File: src/rtl/clk_prescale_pkg.sv
package clk_prescale_pkg;

    localparam int DATA_W   = 8;
    localparam int SEL_W    = 4;
    localparam int MAX_LOG2 = 8;
    localparam int CNT_W    = MAX_LOG2;

    // register image as seen on the bus
    typedef struct packed {
        logic             armed;
        logic [2:0]       zero;
        logic [SEL_W-1:0] sel;
    } ctl_view_t;

    typedef enum logic [1:0] {
        WR_NONE,
        WR_ARM,
        WR_LOAD,
        WR_DROP
    } wr_kind_e;

    // terminal count for a select code; reserved codes fall back to divide by 1
    function automatic logic [CNT_W-1:0] div_last(input logic [SEL_W-1:0] code);
        int unsigned n;
        if (int'(code) <= MAX_LOG2) n = (1 << code) - 1;
        else                        n = 0;
        return CNT_W'(n);
    endfunction

    // decide what a register write does given the current flag
    function automatic wr_kind_e classify(input logic [DATA_W-1:0] d, input logic armed);
        if (d[DATA_W-1]) begin
            if (!armed && d[DATA_W-2:0] == '0) return WR_ARM;
            return WR_DROP;
        end
        if (armed) return WR_LOAD;
        return WR_DROP;
    endfunction

endpackage

File: src/rtl/clk_prescale_guard.sv
module clk_prescale_guard
    import clk_prescale_pkg::*;
#(
    parameter int WINDOW = 4
) (
    input  logic              clk,
    input  logic              rst,
    input  logic              strap_div8,
    input  logic              wr_hit,
    input  logic [DATA_W-1:0] wr_data,
    output logic              armed_o,
    output logic [SEL_W-1:0]  sel_o,
    output logic              load_o
);
    localparam int TMR_W = $clog2(WINDOW + 1);
    localparam logic [SEL_W-1:0] SEL_DIV8 = SEL_W'(3);

    logic             armed_q;
    logic [TMR_W-1:0] tmr_q;
    logic [SEL_W-1:0] sel_q;
    wr_kind_e         kind;

    always_comb begin
        kind = WR_NONE;
        if (wr_hit) kind = classify(wr_data, armed_q);
    end

    always_ff @(posedge clk) begin
        if (rst) begin
            armed_q <= 1'b0;
            tmr_q   <= '0;
            sel_q   <= strap_div8 ? SEL_DIV8 : '0;
        end else begin
            case (kind)
                WR_ARM: begin
                    armed_q <= 1'b1;
                    tmr_q   <= TMR_W'(WINDOW);
                end
                WR_LOAD: begin
                    sel_q   <= wr_data[SEL_W-1:0];
                    armed_q <= 1'b0;
                    tmr_q   <= '0;
                end
                default: begin
                    if (armed_q) begin
                        if (tmr_q == TMR_W'(1)) begin
                            armed_q <= 1'b0;
                            tmr_q   <= '0;
                        end else begin
                            tmr_q <= tmr_q - TMR_W'(1);
                        end
                    end
                end
            endcase
        end
    end

    assign armed_o = armed_q;
    assign sel_o   = sel_q;
    assign load_o  = (kind == WR_LOAD);

endmodule

File: src/rtl/clk_prescale_divider.sv
module clk_prescale_divider
    import clk_prescale_pkg::*;
(
    input  logic             clk,
    input  logic             rst,
    input  logic [SEL_W-1:0] sel,
    input  logic             restart,
    output logic             tick
);
    logic [CNT_W-1:0] cnt_q;
    logic [CNT_W-1:0] last;

    assign last = div_last(sel);
    assign tick = (cnt_q == last);

    always_ff @(posedge clk) begin
        if (rst || restart) cnt_q <= '0;
        else if (tick)      cnt_q <= '0;
        else                cnt_q <= cnt_q + CNT_W'(1);
    end

endmodule

File: src/rtl/clk_prescale_ctl.sv
module clk_prescale_ctl
    import clk_prescale_pkg::*;
#(
    parameter int                ADDR_W   = 6,
    parameter logic [ADDR_W-1:0] REG_ADDR = ADDR_W'(6'h26),
    parameter int                WINDOW   = 4
) (
    input  logic              clk,
    input  logic              rst,
    input  logic              strap_div8,
    input  logic [ADDR_W-1:0] bus_addr,
    input  logic              bus_we,
    input  logic [DATA_W-1:0] bus_wdata,
    output logic [DATA_W-1:0] bus_rdata,
    output logic              clk_en
);
    logic             hit;
    logic             pend_q;
    logic [SEL_W-1:0] sel_q;
    logic             sel_load;
    ctl_view_t        view;

    assign hit = (bus_addr == REG_ADDR);

    clk_prescale_guard #(.WINDOW(WINDOW)) u_guard (
        .clk        (clk),
        .rst        (rst),
        .strap_div8 (strap_div8),
        .wr_hit     (hit && bus_we),
        .wr_data    (bus_wdata),
        .armed_o    (pend_q),
        .sel_o      (sel_q),
        .load_o     (sel_load)
    );

    clk_prescale_divider u_div (
        .clk     (clk),
        .rst     (rst),
        .sel     (sel_q),
        .restart (sel_load),
        .tick    (clk_en)
    );

    always_comb begin
        view.armed = pend_q;
        view.zero  = '0;
        view.sel   = sel_q;
    end

    assign bus_rdata = hit ? DATA_W'(view) : '0;

endmodule

File: config.mk
export PLATFORM = sky130hd
export DESIGN_NAME = clk_prescale_ctl
export DESIGN_NICKNAME = d
export VERILOG_FILES = /design/src/rtl/clk_prescale_pkg.sv /design/src/rtl/clk_prescale_guard.sv /design/src/rtl/clk_prescale_divider.sv /design/src/rtl/clk_prescale_ctl.sv
export SDC_FILE = /design/constraint.sdc
export NUM_CORES = 1
export LEC_CHECK = 0
export ABC_AREA = 0
export CAP_MARGIN = 5
export CORE_ASPECT_RATIO = 1.2
export CORE_MARGIN = 3
export CORE_UTILIZATION = 53
export DETAILED_ROUTE_END_ITERATION = 10
export PLACE_DENSITY = 0.84
export SKIP_LAST_GASP = 1
export SLEW_MARGIN = 20
export SYNTH_ARGS = -nofsm -noshare
export SYNTH_HDL_FRONTEND = slang
export SYNTH_SLANG_ARGS = --single-unit
File: constraint.sdc
create_clock -name clk -period 6.1 [get_ports clk]
set_clock_uncertainty 0.05 [all_clocks]
set_input_delay 1.83 -clock clk [delete_from_list [all_inputs] [get_ports clk]]
set_output_delay 1.83 -clock clk [all_outputs]
set_load 0.01 [all_outputs]
After elaboration in Yosys (flattened, before gate mapping)
Cells that the tools add are included.
{"block": "totals", "register_bits": 16, "inputBits": 18, "out_inout_bits": 9, "elab_cells": 48}
{"block": "op_classes", "n_addsub": 3, "order_cmp": 1, "eq_ne": 5, "n_shift": 1, "n_mux": 26, "n_reduce_logical": 8}
{"op": "2-bit two-way mux", "n": 8}
{"op": "8-bit two-way mux", "n": 2}
{"op": "1-bit two-way mux", "n": 10}
{"op": "8-bit by 1-bit adder with 8-bit output (second input constant)", "n": 1}
{"op": "8-bit equality test", "n": 1}
{"op": "4-bit two-way mux", "n": 2}
{"op": "1-bit by 4-bit left shift with 8-bit output (first input constant)", "n": 1}
{"op": "8-bit by 2-bit subtractor with 8-bit output (second input constant)", "n": 1}
{"op": "7-bit zero test", "n": 1}
{"op": "6-bit equality test (second input constant)", "n": 1}
{"op": "3-bit two-way mux", "n": 2}
{"op": "3-bit one-hot mux with 2 select lines", "n": 1}
{"op": "4-bit less-or-equal comparator (second input constant)", "n": 1}
{"op": "3-bit by 1-bit equality test with 1-bit output (second input constant)", "n": 1}
{"op": "3-bit nonzero test", "n": 1}
{"op": "3-bit by 1-bit subtractor with 3-bit output (second input constant)", "n": 1}
{"op": "2-bit by 1-bit equality test with 1-bit output (second input constant)", "n": 1}
{"op": "2-bit equality test (second input constant)", "n": 1}
{"op": "1-bit logical AND", "n": 2}
{"op": "1-bit one-hot mux with 2 select lines", "n": 1}
{"op": "2-bit nonzero test", "n": 1}
{"op": "2-bit OR reduction", "n": 1}
{"op": "1-bit zero test", "n": 1}
{"op": "1-bit logical OR", "n": 1}

Logic depth before layout (Yosys ltp)
Gate-level depths: netlist (run 1).
{"block": "logic_depth", "ltp_word": 14, "ltp_mapped": 9, "mapped_depth_nobuf": 9}

Hierarchy
Synthesis (run 1) repeated with hierarchy kept, for this count alone.
{"block": "hier_totals", "hier_cells": 145, "hier_area_um2": 1216.2}
{"mod": "clk_prescale_divider", "n_inst": 1, "cells_each": 79, "area_per_inst_um2": 650.6, "seq_area_each_um2": 160.2}
{"mod": "clk_prescale_guard", "n_inst": 1, "cells_each": 49, "area_per_inst_um2": 444.2, "seq_area_each_um2": 200.2}
{"mod": "clk_prescale_ctl", "n_inst": 1, "cells_each": 17, "area_per_inst_um2": 121.4, "seq_area_each_um2": 0.0}

Worst setup path after synthesis (run 1)
Ideal clock, no wire load.
{"block": "synth_timing", "kind": "flip-flop to output port", "start": "register u_guard.sel_q[2] (netlist: u_guard.sel_o[2])", "end": "output clk_en", "t_arrival_ns": 2.815, "required_ns": 4.220, "path_slack_ns": 1.405, "path_stages_with_launch": 9, "path_buffers": 1, "cell_sequence": "edfxtp_1 buf_2 or4b_2 ha_1 and2b_1 o21a_1 or3_1 a2111oi_4 and2_1"}
{"block": "synth_between", "elab_chain_len": 4, "elab_cells_between_ends": 5, "classes_between": "1 x add/sub; 1 x order compare; 1 x eq/ne; 1 x shift; 1 x mux"}
{"element": "from (decl)", "line": "clk_prescale_guard.sv:20", "text": "logic [SEL_W-1:0] sel_q;"}
{"element": "from (signal assigned)", "line": "clk_prescale_guard.sv:32", "text": "sel_q <= strap_div8 ? SEL_DIV8 : '0;"}
{"element": "from (signal assigned)", "line": "clk_prescale_guard.sv:40", "text": "sel_q <= wr_data[SEL_W-1:0];"}
{"element": "1-bit by 4-bit left shift with 8-bit output", "line": "clk_prescale_pkg.sv:25", "text": "if (int'(code) <= MAX_LOG2) n = (1 << code) - 1;"}
{"element": "8-bit by 2-bit subtractor with 8-bit output", "line": "clk_prescale_pkg.sv:25"}
{"element": "8-bit two-way mux *", "line": "clk_prescale_pkg.sv:25"}
{"element": "8-bit equality test *", "line": "clk_prescale_divider.sv:14", "text": "assign tick = (cnt_q == last);"}
{"element": "to (decl)", "line": "clk_prescale_ctl.sv:15", "text": "output logic clk_en"}
Mark *: on every way between the ends. The rest lies on a longest branch, timed or not.

Worst setup path after layout (run 1)
{"block": "layout_timing", "start": "input bus_addr[4]", "end": "output bus_rdata[7]"}
{"block": "layout_between", "elab_chain_len": 2}
{"element": "from (decl)", "line": "clk_prescale_ctl.sv:11", "text": "input logic [ADDR_W-1:0] bus_addr,"}
{"element": "6-bit equality test", "line": "clk_prescale_ctl.sv:23", "text": "assign hit = (bus_addr == REG_ADDR);"}
{"element": "8-bit two-way mux", "line": "clk_prescale_ctl.sv:50", "text": "assign bus_rdata = hit ? DATA_W'(view) : '0;"}
{"element": "to (decl)", "line": "clk_prescale_ctl.sv:14", "text": "output logic [DATA_W-1:0] bus_rdata,"}
No other way between the ends.

==> impl_metrics.ini, run 1 <==
[synth]
yosysSeqAreaShare = 0.3041
synth_cell_types = 44
synth_edf_count = 4
synth.top_cell.area_share = 0.2027
synthTopCellsByCount = 12 x dfxtp_1, 9 x nor2_1, 8 x inv_1, 8 x o21ai_0
synth_area_leaders = dfxtp_1 20%, edfxtp_1 10%, ha_1 6.3%, a211oi_1 4.4%, xnor2_1 3.7%
syn_area_per_cell_um2 = 8.586
ys_warn_count = 0
async_flop_share = 0
yosysMostFrequentCell = dfxtp_1
synth_top_area_cell = dfxtp_1
synth-seq-cells = 16
syn_inst = 138
synth_top_flop_cell = dfxtp_1
syn_area_um2 = 1185

[cells_and_area]
layout.nets = 186
multi_input_area_um2 = 749.5
fill_cells = 180
final_core_utilization = 0.6935
antenna_cells = 0
area_growth_pct = 22.60
register_area_um2 = 360.3
drive_above_1_share = 0.07453

[pwr]
clock_power_share = 0.230
p_sw_mw = 0.07148
power_frac_seq = 0.513
vdd_drop_max_uv = 149.9
power.internal_mw = 0.1740
swShare = 0.2912
comb_power_share = 0.258
power.density_nw_per_um2 = 169.0
leakage_nw = 0.5366

[worst_setup_path]
crit_path_max_fanout = 7
critPathKind = in2out
crit_top_cell = clkdlybuf4s50_1
cp.arrival_ps = 3800
crit_buf_inv = 2
end_kind = output port
worstSetupStartpointType = input pin
crit_slowest_cell = nor3b_1
critPathMaxStageDelay_ps = 570
required_ps = 4220
worstPathCellList = clkdlybuf4s50_1 -> nand4bb_1 -> nor3b_1 -> and2_1 -> clkdlybuf4s50_1
crit_family = simple AND/OR/NAND/NOR gates

[sta]
timing.fmax_mhz = 176.2
layout_setup_ws_ps = 424.6
grt_setup_unrepaired = no
maxSlewViolCount = 0
final-hold-violation-count = 0
finalSetupViolations = 0
fin_crit_sh = 0.9304
timing.hold.ws_ps = 440.8
worstMarginPinSlew_ps = 656.4
relSlewSlack = 0.5614
fin_setup_tns_ps = 0
period_needed_ps = 5675

[clock_tree]
cts.sinks = 16
cts_root_buffer = clkbuf_4
cts.repair.resized = 0
htreeDepth = 1
cts-buffers-inserted = 3
postCtsHoldBufs = 0
insertion_delay_ps = 270
path_clk_slew_ps = 90
cts_tree = done
clockBufferDepth = 2
post_cts_buffers = 0

[global_routing]
antenna_found_initial = 0
grt_max_degree = 17
grt_use_total = 0.1956
grt_overflow_total = 0
grt_pass1_wl_mm = 4.388
grt_pass1_vias = 1015

[status]
status = complete, no violations

[place]
gp_congestion = 0.8142
dp_hpwl_mm = 2.104
place_ws_ps = 438.3
portBuffers = 23

[floorplan]
initial_utilization = 0.5657
fp.dieW_um = 49.16
fp.dieArea_um2 = 2841
std_cell_rows = 18
core_area_um2 = 2095
die_h_um = 57.80
ios = 27

[detailed_routing]
drt-total-wl_mm = 2.641
via_per_inst = 5.628
num_vias = 1075
remaining_drc_errors = 0
antenna_left = 0
drt_iter0_drc = 39
wire_per_inst_um = 13.83
firstDrtPassIters = 4

[hold_path]
worst_hold_path_type = reg2reg

[job]
cap_violations = 0
## worst min-delay path: stages (launching register included)
cell and delay (ps):
dfxtp_1 320, o21ai_0 70, a21oi_1 60
## state kept, by name, summed over array words and instances (netlist names)
register / flops
u_div.cnt_q: 8
u_guard.sel_o: 4
u_guard.tmr_q: 3
u_guard.armed_o: 1
## final timing paths
kind,from,to,slack (ps),cells after the start
hold reg to reg,u_guard.tmr_q[2],u_guard.tmr_q[2],440,2
hold / removal,u_guard.tmr_q[2],u_guard.tmr_q[2],440,2
setup / recovery,bus_addr[4],bus_rdata[7],420,5
setup reg to reg,u_guard.sel_o[2],u_div.cnt_q[0],3100,8
## layout make-up
class	instances	share of cell area
Clock buffer	4	0.01809
Timing Repair Buffer	25	0.1688
Tap cell	30	0.02584
Inverter	9	0.02326
Multi-Input combinational cell	107	0.5159
Sequential cell	16	0.2481
## cell usage in the layout, fill, tap and decap left out, types with 2 or more instances in the layout
cell type and instances:
nor2_1 9, nand4bb_1 2, inv_1 8, nor2b_1 5
nor3b_1 3, ha_1 6, buf_4 2, nand4b_1 2
and3_1 4, xnor2_1 5, nor3_1 4, o21ai_0 8
nand3_1 6, xor2_1 3, a211oi_1 7, clkdlybuf4s50_1 23
clkbuf_4 3, nand2_1 3, and2_1 6, dfxtp_1 12
nand2b_1 5, a21oi_1 7, edfxtp_1 4, conb_1 3
## power groups by stage
stage                     Sequential (mW)  Clock, mW  Combinational [mW]
after floorplan                     0.121          0              0.0464
after global placement              0.127          0              0.0608
after detailed placement            0.128          0              0.0631
after CTS                           0.126     0.0587              0.0632
after global routing                0.127     0.0629              0.0696
final                               0.126     0.0563              0.0633
## kinds of logic (layout without fill, tap and decap cells)
family          count (synthesis)  after routing  share of synthesized area
compound gates                 30             30                     0.1816
other cells                     1              3                   0.003165
buf+inv                        17             38                    0.06969
simple gates                   60             60                     0.3189
fa+ha+maj                       6              6                    0.06336
xor+xnor                        8              8                    0.05914
flops                          16             16                     0.3041
## per-layer routing
metal / share of wire / vias up / track usage
li1: - / 536 / -
met1: 0.40 / 509 / 0.2100
met2: 0.56 / 24 / 0.3774
met3: 0.028 / 6 / 0.01799
met4: 0.020 / 0 / 0.09756
met5: 0 / - / 0
## per-stage QoR
| stage | instances | cell area, um2 | power [mW] |
|---|---|---|---|
| 2_1_floorplan | 140 | 1192 | 0.1676 |
| 3_3_place_gp | 187 | 1426 | 0.1879 |
| 3_5_place_dp | 187 | 1426 | 0.1911 |
| 4_1_cts | 191 | 1453 | 0.2475 |
| 5_1_grt | 191 | 1453 | 0.2594 |
| 6_report | 191 | 1453 | 0.2455 |
(Power assumes the default switching activity.)
==> run 2, diff against run 1 <==
--- a/config.mk
+++ b/config.mk
@@ -11,6 +11,7 @@
 export CORE_MARGIN = 3
 export CORE_UTILIZATION = 53
 export DETAILED_ROUTE_END_ITERATION = 10
+export GPL_ROUTABILITY_DRIVEN = 1
 export PLACE_DENSITY = 0.84
 export SKIP_LAST_GASP = 1
 export SLEW_MARGIN = 20
==> results of run 2 <==
No change in the layout: final DEF, timing and power equal those of run 1.
==> run 3, diff against run 2 <==
--- a/config.mk
+++ b/config.mk
@@ -12,6 +12,7 @@
 export CORE_UTILIZATION = 53
 export DETAILED_ROUTE_END_ITERATION = 10
 export GPL_ROUTABILITY_DRIVEN = 1
+export MAX_ROUTING_LAYER = met4
 export PLACE_DENSITY = 0.84
 export SKIP_LAST_GASP = 1
 export SLEW_MARGIN = 20
==> run 3 against run 2 <==
  * Clock power barely moved
  * Setup slack improved by 2.5 ps
  * Design area is the same
  * Power decreased by 0.15%
  * Sequential share of layout area stayed put
  * Sequential power about the same
  * Combinational power about the same
  * Clock-buffer cell count unchanged
  * Critical path type unchanged
  * Largest cell class unchanged
  * Largest power group unchanged
  * Highest routed layer unchanged
==> impl_metrics.ini, run 3 (same netlist as run 1, synthesis figures left out) <==
[place]
place_ws_ps = 438.3
gp_congestion = 0.8262
place_area_um2 = 1426
portBuffers = 23
post-place-cells = 187
dp_hpwl_mm = 2.104

[clock_tree]
clockBufferDepth = 2
cts-buffers-inserted = 3
cts_tree = done
cts_root_buffer = clkbuf_4
path_clk_slew_ps = 90
cts.sinks = 16
cts.repair.resized = 0
htreeDepth = 1
post_cts_buffers = 0
insertion_delay_ps = 270
postCtsHoldBufs = 0

[cells_and_area]
final_core_utilization = 0.6935
layout.nets = 186
final_cells = 191
area_growth_pct = 22.60
regMostFlops = u_div.cnt_q
antenna_cells = 0
mostFrequentLayoutCells = 23 x clkdlybuf4s50_1, 12 x dfxtp_1, 9 x nor2_1
fin_area_um2 = 1453
final_common_cell = clkdlybuf4s50_1
drive_above_1_share = 0.07453
largest_reg_flops = 8

[sta]
fin_crit_sh = 0.9300
layout_setup_ws_ps = 427.0
timing.fmax_mhz = 176.3
period_needed_ps = 5673
timing.hold.ws_ps = 441.2
grt_setup_unrepaired = no
finalSetupViolations = 0
worstMarginPinSlew_ps = 655.3
fin_setup_tns_ps = 0
maxSlewViolCount = 0
final-hold-violation-count = 0
relSlewSlack = 0.5622

[global_routing]
grt_pass1_vias = 1019
grt_use_total = 0.2010
grt_max_degree = 17
grt_pass1_wl_mm = 4.374
antenna_found_initial = 0
grt_overflow_total = 0

[detailed_routing]
antenna_left = 0
drt_iter0_drc = 36
wire_per_inst_um = 13.67
remaining_drc_errors = 0
via_per_inst = 5.670
firstDrtPassIters = 4
num_vias = 1083
drt-total-wl_mm = 2.611

[worst_setup_path]
critical_path.startpoint = bus_addr[4]
required_ps = 4220
crit_slowest_cell = nor3b_1
critPathMaxStageDelay_ps = 570
ff2ff_path_depth = 8
crit_top_cell = clkdlybuf4s50_1
reg2reg_from = u_guard.sel_o[2]
reg2reg_to = u_div.cnt_q[3]
path_depth = 5
crit_family = simple AND/OR/NAND/NOR gates
crit_path_max_fanout = 7
worstPathCellList = clkdlybuf4s50_1 -> nand4bb_1 -> nor3b_1 -> and2_1 -> clkdlybuf4s50_1
crit_buf_inv = 2
r2r_slack_ps = 3100
worstSetupStartpointType = input pin
end_kind = output port
cp.arrival_ps = 3790
critPathKind = in2out
worstSetupEndpoint = bus_rdata[7]

[pwr]
leakage_nw = 0.5366
power.density_nw_per_um2 = 168.7
vdd_drop_max_uv = 150.4
total_power_mw = 0.2451

[status]
status = complete, no violations

[floorplan]
fp.dieW_um = 49.16
std_cell_rows = 18
core_area_um2 = 2095
fp.dieArea_um2 = 2841
initial_utilization = 0.5657
die_h_um = 57.80
ios = 27

[job]
cap_violations = 0

[hold_path]
worst_hold_path_type = reg2reg
==> run 3: cell counts in the layout (fill, tap and decap cells not counted) <==
No cell type changed its count.
==> run 3: worst min path at each step <==
| stage | start | endpoint | depth (start not counted) |
|---|---|---|---|
| floorplan | u_guard.tmr_q[2] | u_guard.tmr_q[2] | 2 |
| global route | u_guard.tmr_q[2] | u_guard.tmr_q[2] | 2 |
| detailed placement | u_guard.tmr_q[2] | u_guard.tmr_q[2] | 2 |
| CTS | u_guard.tmr_q[2] | u_guard.tmr_q[2] | 2 |
| global placement | u_guard.tmr_q[2] | u_guard.tmr_q[2] | 2 |
| finish | u_guard.tmr_q[2] | u_guard.tmr_q[2] | 2 |
==> run 3: worst reg2reg max path, cell delays in order (launching register included) <==
cell and delay (ps):
edfxtp_1 590, or4b_2 700, ha_1 250, or3b_1 170
a21oi_1 80, or3_1 410, a2111oi_4 350, buf_4 210
a211oi_1 80
==> run 3: per-layer routing <==
layer | vias up | wire length, um | GRT usage
li1 | 537 | - | -
met1 | 519 | 1025 | 0.2084
met2 | 21 | 1467 | 0.3774
met3 | 6 | 65 | 0.01799
met4 | 0 | 53 | 0.09756
met5 | - | 0 | -
==> run 3: final cells by class <==
| cell class | count | area (um2) |
|---|---|---|
| Multi-Input combinational cell | 107 | 749.5 |
| Fill cell | 180 | 641.9 |
| Sequential cell | 16 | 360.3 |
| Timing Repair Buffer | 25 | 245.2 |
| Tap cell | 30 | 37.54 |
| Inverter | 9 | 33.78 |
| Clock buffer | 4 | 26.28 |
==> run 3: report_power, final <==
part,internal (mW),switching [mW],total (mW)
logic,0.0340,0.0291,0.0631
registers,0.115,0.0110,0.126
clock network,0.0253,0.0311,0.0564
total,0.174,0.0711,0.245
